[config.mk]
export PLATFORM = sky130hd
export DESIGN_NAME = pic_top
export DESIGN_NICKNAME = d
export VERILOG_FILES = /design/src/rtl/pic_pkg.sv /design/src/rtl/pic_pick.sv /design/src/rtl/pic_src.sv /design/src/rtl/pic_top.sv
export SDC_FILE = /design/constraint.sdc
export NUM_CORES = 1
export LEC_CHECK = 0
export BUFFER_PORTS_ARGS = -buffer_cell sky130_fd_sc_hd__buf_2
export CAP_MARGIN = 20
export CORE_MARGIN = 3
export CORE_UTILIZATION = 40
export DETAILED_ROUTE_END_ITERATION = 12
export GPL_TIMING_DRIVEN = 0
export PLACE_DENSITY_LB_ADDON = 0.12
export SLEW_MARGIN = 30
export SYNTH_ARGS = -nofsm -noshare
export SYNTH_HDL_FRONTEND = slang
export SYNTH_SLANG_ARGS = --single-unit
[constraint.sdc]
create_clock -name clk -period 80.6 [get_ports clk]
set_input_delay 12.09 -clock clk [delete_from_list [all_inputs] [get_ports clk]]
set_output_delay 12.09 -clock clk [all_outputs]
set_load 0.01 [all_outputs]
[src/rtl/pic_pkg.sv]
package pic_pkg;
  localparam int WORD_W   = 32;
  localparam int PRIO_W   = 4;
  localparam int VEC_W    = 8;
  localparam int BIT_OFF  = 31;
  localparam int BIT_BUSY = 30;
  localparam int BIT_POL  = 23;
  localparam int BIT_SNS  = 22;
  localparam int PRIO_LSB = 16;
  localparam logic [VEC_W-1:0] NO_VECTOR = 8'hFF;

  typedef struct packed {
    logic              off;
    logic              pol;
    logic              sns;
    logic [PRIO_W-1:0] prio;
    logic [VEC_W-1:0]  vec;
  } src_cfg_t;
endpackage

[src/rtl/pic_pick.sv]
module pic_pick
  import pic_pkg::*;
#(
  parameter int N     = 22,
  parameter int IDX_W = $clog2(N)
) (
  input  logic [N-1:0]             cand,
  input  logic [N-1:0][PRIO_W-1:0] prio,
  output logic                     found,
  output logic [IDX_W-1:0]         idx,
  output logic [PRIO_W-1:0]        best
);
  // strict compare in ascending order keeps the lowest index on ties
  always_comb begin
    found = 1'b0;
    idx   = '0;
    best  = '0;
    for (int i = 0; i < N; i++) begin
      if (cand[i] && (!found || prio[i] > best)) begin
        found = 1'b1;
        idx   = IDX_W'(i);
        best  = prio[i];
      end
    end
  end
endmodule

[src/rtl/pic_src.sv]
module pic_src
  import pic_pkg::*;
#(
  parameter bit EXTERNAL = 1'b1
) (
  input  logic              clk,
  input  logic              rst_n,
  input  logic              req_in,
  input  logic              cfg_we,
  input  logic [WORD_W-1:0] wdata,
  input  logic              ack_take,
  input  logic              eoi_take,
  output src_cfg_t          cfg,
  output logic              requesting,
  output logic              in_svc,
  output logic              busy
);
  logic act_now, prev_act, level_mode, edge_hit, edge_lat;

  assign act_now    = EXTERNAL ? (cfg.pol ? req_in : ~req_in) : req_in;
  assign level_mode = EXTERNAL ? cfg.sns : 1'b1;
  assign edge_hit   = act_now & ~prev_act & ~cfg.off & ~level_mode;
  assign requesting = level_mode ? act_now : edge_lat;
  assign busy       = requesting | in_svc;

  always_ff @(posedge clk or negedge rst_n) begin
    if (!rst_n) begin
      prev_act <= 1'b0;
      edge_lat <= 1'b0;
      in_svc   <= 1'b0;
      cfg      <= '{off: 1'b1, pol: 1'b1, sns: 1'b0, prio: '0, vec: '0};
    end else begin
      prev_act <= act_now;
      if (edge_hit)                    edge_lat <= 1'b1;
      else if (ack_take || level_mode) edge_lat <= 1'b0;
      if (ack_take)      in_svc <= 1'b1;
      else if (eoi_take) in_svc <= 1'b0;
      if (cfg_we) begin
        cfg.off <= wdata[BIT_OFF];
        if (!busy) begin
          cfg.pol  <= wdata[BIT_POL];
          cfg.sns  <= wdata[BIT_SNS];
          cfg.prio <= wdata[PRIO_LSB +: PRIO_W];
          cfg.vec  <= wdata[VEC_W-1:0];
        end
      end
    end
  end

  p_ack_enters_service_r7: assert property (@(posedge clk) disable iff (!rst_n)
    ack_take |=> in_svc);
  p_locked_fields_r12: assert property (@(posedge clk) disable iff (!rst_n)
    (cfg_we && busy) |=> ($stable(cfg.prio) && $stable(cfg.vec) && $stable(cfg.pol) && $stable(cfg.sns)));
  p_disable_applied_r3: assert property (@(posedge clk) disable iff (!rst_n)
    cfg_we |=> (cfg.off == $past(wdata[BIT_OFF])));
  p_edge_kept_r14: assert property (@(posedge clk) disable iff (!rst_n)
    (edge_hit && ack_take) |=> requesting);
endmodule

[src/rtl/pic_top.sv]
module pic_top
  import pic_pkg::*;
#(
  parameter int N_EXT    = 16,
  parameter int N_INT    = 6,
  parameter int ADDR_W   = 6,
  parameter int ACK_ADDR = 48,
  parameter int EOI_ADDR = 49,
  parameter int THR_ADDR = 50
) (
  input  logic              clk,
  input  logic              rst_n,
  input  logic [N_EXT-1:0]  ext_req,
  input  logic [N_INT-1:0]  int_req,
  input  logic [ADDR_W-1:0] reg_addr,
  input  logic              reg_wr,
  input  logic [WORD_W-1:0] reg_wdata,
  input  logic              reg_rd,
  output logic [WORD_W-1:0] reg_rdata,
  output logic              irq_out
);
  localparam int NSRC  = N_EXT + N_INT;
  localparam int IDX_W = $clog2(NSRC);

  logic [NSRC-1:0]             req_vec, requesting, in_svc, busy, present, ack_take, eoi_take;
  logic [NSRC-1:0][PRIO_W-1:0] prio_arr;
  logic [NSRC-1:0][VEC_W-1:0]  vec_arr;
  logic [NSRC-1:0][WORD_W-1:0] word_arr;
  logic [PRIO_W-1:0]           thr, best_p, best_s;
  logic [IDX_W-1:0]            idx_p, idx_s;
  logic                        found_p, found_s, ack_rd, eoi_wr;

  assign req_vec = {int_req, ext_req};
  assign ack_rd  = reg_rd && (reg_addr == ADDR_W'(ACK_ADDR));
  assign eoi_wr  = reg_wr && (reg_addr == ADDR_W'(EOI_ADDR));

  for (genvar g = 0; g < NSRC; g++) begin : g_src
    src_cfg_t cfg;
    pic_src #(.EXTERNAL(g < N_EXT)) u_src (
      .clk(clk), .rst_n(rst_n), .req_in(req_vec[g]),
      .cfg_we(reg_wr && (reg_addr == ADDR_W'(g))), .wdata(reg_wdata),
      .ack_take(ack_take[g]), .eoi_take(eoi_take[g]), .cfg(cfg),
      .requesting(requesting[g]), .in_svc(in_svc[g]), .busy(busy[g])
    );
    assign prio_arr[g] = cfg.prio;
    assign vec_arr[g]  = cfg.vec;
    assign word_arr[g] = {cfg.off, busy[g], 6'b0, cfg.pol, cfg.sns, 2'b0, cfg.prio, 8'b0, cfg.vec};
    assign present[g]  = requesting[g] & ~cfg.off & ~in_svc[g] & (cfg.prio > thr)
                         & (!found_s || cfg.prio > best_s);
    assign ack_take[g] = ack_rd && found_p && (idx_p == IDX_W'(g));
    assign eoi_take[g] = eoi_wr && found_s && (idx_s == IDX_W'(g));
  end

  pic_pick #(.N(NSRC)) u_pick_req (
    .cand(present), .prio(prio_arr), .found(found_p), .idx(idx_p), .best(best_p));
  pic_pick #(.N(NSRC)) u_pick_svc (
    .cand(in_svc), .prio(prio_arr), .found(found_s), .idx(idx_s), .best(best_s));

  assign irq_out = found_p;

  always_ff @(posedge clk or negedge rst_n) begin
    if (!rst_n) begin
      thr       <= '0;
      reg_rdata <= '0;
    end else begin
      if (reg_wr && (reg_addr == ADDR_W'(THR_ADDR))) thr <= reg_wdata[PRIO_W-1:0];
      if (reg_rd) begin
        if (32'(reg_addr) < NSRC)
          reg_rdata <= word_arr[reg_addr[IDX_W-1:0]];
        else if (ack_rd)
          reg_rdata <= WORD_W'(found_p ? vec_arr[idx_p] : NO_VECTOR);
        else if (reg_addr == ADDR_W'(THR_ADDR))
          reg_rdata <= WORD_W'(thr);
        else
          reg_rdata <= '0;
      end
    end
  end

  p_spurious_r8: assert property (@(posedge clk) disable iff (!rst_n)
    (ack_rd && !irq_out) |=> (reg_rdata == WORD_W'(NO_VECTOR)));
  p_single_ack_r7: assert property (@(posedge clk) disable iff (!rst_n)
    $onehot0(ack_take));
  p_threshold_r9: assert property (@(posedge clk) disable iff (!rst_n)
    irq_out |-> (best_p > thr));
  p_nesting_r10: assert property (@(posedge clk) disable iff (!rst_n)
    (irq_out && found_s) |-> (best_p > best_s));
  p_eoi_retires_one_r11: assert property (@(posedge clk) disable iff (!rst_n)
    (eoi_wr && found_s && !ack_rd) |=> ($countones(in_svc) == $past($countones(in_svc)) - 1));
endmodule

==> metrics.yaml <==
critical_path:
  path_buf_inv: 35
  worst_setup_path_start_kind: "flop"
  slowest_stage: "buf_1"
  worstReg2RegStart: "g_src[0].u_src.in_svc"
  ff2ff_path_depth: 370
  crit_required_ns: 81.09
  max_stage_delay_ns: 0.54
  end_kind: "flop"
  worstPathArrival_ns: 75.77
  crit_family: "compound AO/OA/AOI/OAI gates"
  crit_path_frequent_cell: "a21oi_1"
  cp_num_cells: 370
  startpoint: "g_src[0].u_src.in_svc"
  crit_fanout: 12
  crit_type: "flop to flop"
sta:
  tightestPinTransition_ns: 1.02
  slew-limit-headroom: 0.317
  setup_ws_ns: 5.32
  period_share: 0.934
  slew_viol_final: 0
  hold_viol: 0
  setup_viol: 0
  skew_ns: 0.0252
  period_needed_ns: 75.28
  max_freq_ghz: 0.0133
synthesis:
  syn-cell-area_um2: 33100
  synth_edf_count: 0
  synth.distinct_cells: 115
  synth-main-ff-cell: "dfrtp_1"
  postSynthAreaPerCell_um2: 9.87
  yosys_register_bits: 404
  synthCells: 3354
  ys_warn_count: 0
  synth_seq_area_share: 0.307
  async_flop_share: 1.00
status:
  status: "completed"
place:
  place_ws_ns: 0.621
  place_area_um2: 35200
  place_congestion: 0.945
  port_buffers: 60
  detailed_place_hpwl_um: 100000
grt:
  grt_max_degree: 82
  grt_antenna_before_repair: 6
  grt_usage: 0.294
  grt_pass1_wl_um: 189000
  grt-ovfl-total: 0
  grt_pass1_vias: 27900
cts:
  cts.sinks: 404
  cts_hold_buffers: 0
  clk_transition_reported_paths_ns: 0.06
  htree_levels: 2
  root_buffer: "clkbuf_16"
  numCtsBuffers: 47
  clk_latency_ns: 0.61
  cts_tree: "done"
  cts_buffer_depth: 3
drt:
  routedWlPerCell_um: 28.0
  wl_um: 129000
  firstDrtPassIters: 7
  post-route-drc-count: 0
  num_vias: 28800
  ant_nets: 0
  viasPerCell: 6.25
  drt-initial-drc-count: 2426
min_path:
  hold_class: "flop to flop"
  hold_depth: 1
  hp-start: "g_src[3].u_src.level_mode"
cells_and_area:
  nNetsFinal: 3859
  final_core_util: 0.458
  syn2layout_area_growth_pct: 12.4
  layout_commonest_cell: "mux2_2"
  ff_latch_area_um2: 10200
  final_cell_mix: "392 x mux2_2, 359 x dfrtp_1, 293 x ha_1, 237 x nand2_1, 192 x inv_1"
  fill_cells: 7933
  final_area_um2: 37200
  multi_input_area_um2: 21700
  drive_gt1_frac: 0.248
floorplanning:
  rows: 104
  start_util: 0.408
  fp.dieH_um: 294
  pin_count: 97
  core_um2: 81200
  dieWidth_um: 294
  die_area_um2: 86200
job:
  drv_cap: 0
synth_stat cells, drive strengths merged (24+ instances only):
master     n  area [um^2]
a211oi    28          240
nand2b    42          263
and3      36          225
nand4     46          288
o211ai    32          250
dfstp     44         1160
mux2     403         4580
and2      24          153
mux4      96         2160
ha       293         3670
nand3     89          445
a21oi    161          825
dfrtp    360         9010
inv      196          736
nor2b     66          413
clkbuf   123          464
a21o      30          225
nand2    238          893
a21boi    24          180
o21a      46          345
mux2i     32          337
a22oi     36          270
a31oi     32          206
nor3      24          130
nor2     189          709
xnor2     32          280
o2111ai   30          263
buf       57          310
o21ai    205         1040
logic make-up (layout without fill, tap and decap cells):
kind of cell    Yosys count  count (layout)  synth area share
other cells               1              17          0.000113
simple gates            835             835             0.125
fa+ha+maj               306             306             0.115
mux                     531             531             0.214
compound gates          867             867             0.184
xor+xnor                 33              33           0.00873
buf+inv                 377             549            0.0459
flops                   404             404             0.307
repair_timing:
item,4_1_cts,5_1_grt
gates resized for setup,0,56
buffers inserted,0,13
endpoints found under the setup margin,0,46
registers in the layout (all words and copies together), names as in the netlist:
| register | flops |
|---|---|
| g_src.u_src.prev_act | 16 |
| g_src.u_src.cfg | 314 |
| g_src.u_src.in_svc | 22 |
| g_src.u_src.level_mode | 16 |
| g_src.u_src.edge_lat | 16 |
| thr | 4 |
| reg_rdata | 16 |
cell type report:
class                      count  share of cell area
sequential                   404               0.273
multi-input combinational   2588               0.584
inverter                     196              0.0198
timing repair buffer          88              0.0205
tap                         1060              0.0357
clock buffer                  68              0.0370
buffer                       177              0.0217
antenna                        1           0.0000673
clock inverter                20             0.00808
per-layer routing:
metal  global-route usage  part of all wire  vias to the layer above
met5                    0           0.00050                        -
met4                0.106             0.041                       10
met3               0.0514             0.068                      232
met2                0.467              0.45                     1027
met1                0.405              0.44                    14500
li1                     -                 -                    13000
metrics by stage:
step,hold slack [ns],setup TNS (ns),std cells
after floorplan,0.440,0,3369
after global placement,0.467,-82.30,4489
after detailed placement,0.475,0,4503
after CTS,0.487,0,4591
after global routing,0.506,-0.0789,4601
final,0.487,0,4602
worst paths after layout:
check,end,slack (ns)
setup / recovery,g_src[4].u_src.edge_lat,5.32
hold / removal,g_src[3].u_src.edge_lat,0.49
setup reg to reg,g_src[4].u_src.edge_lat,5.32
hold reg to reg,g_src[3].u_src.edge_lat,0.49
max in group asynchronous,g_src[8].u_src.cfg[13],67.58
min in group asynchronous,g_src[1].u_src.cfg[7],11.41
Power is not shown: default switching activity piles up to over one toggle a cycle in this logic, so the estimate is an artifact.
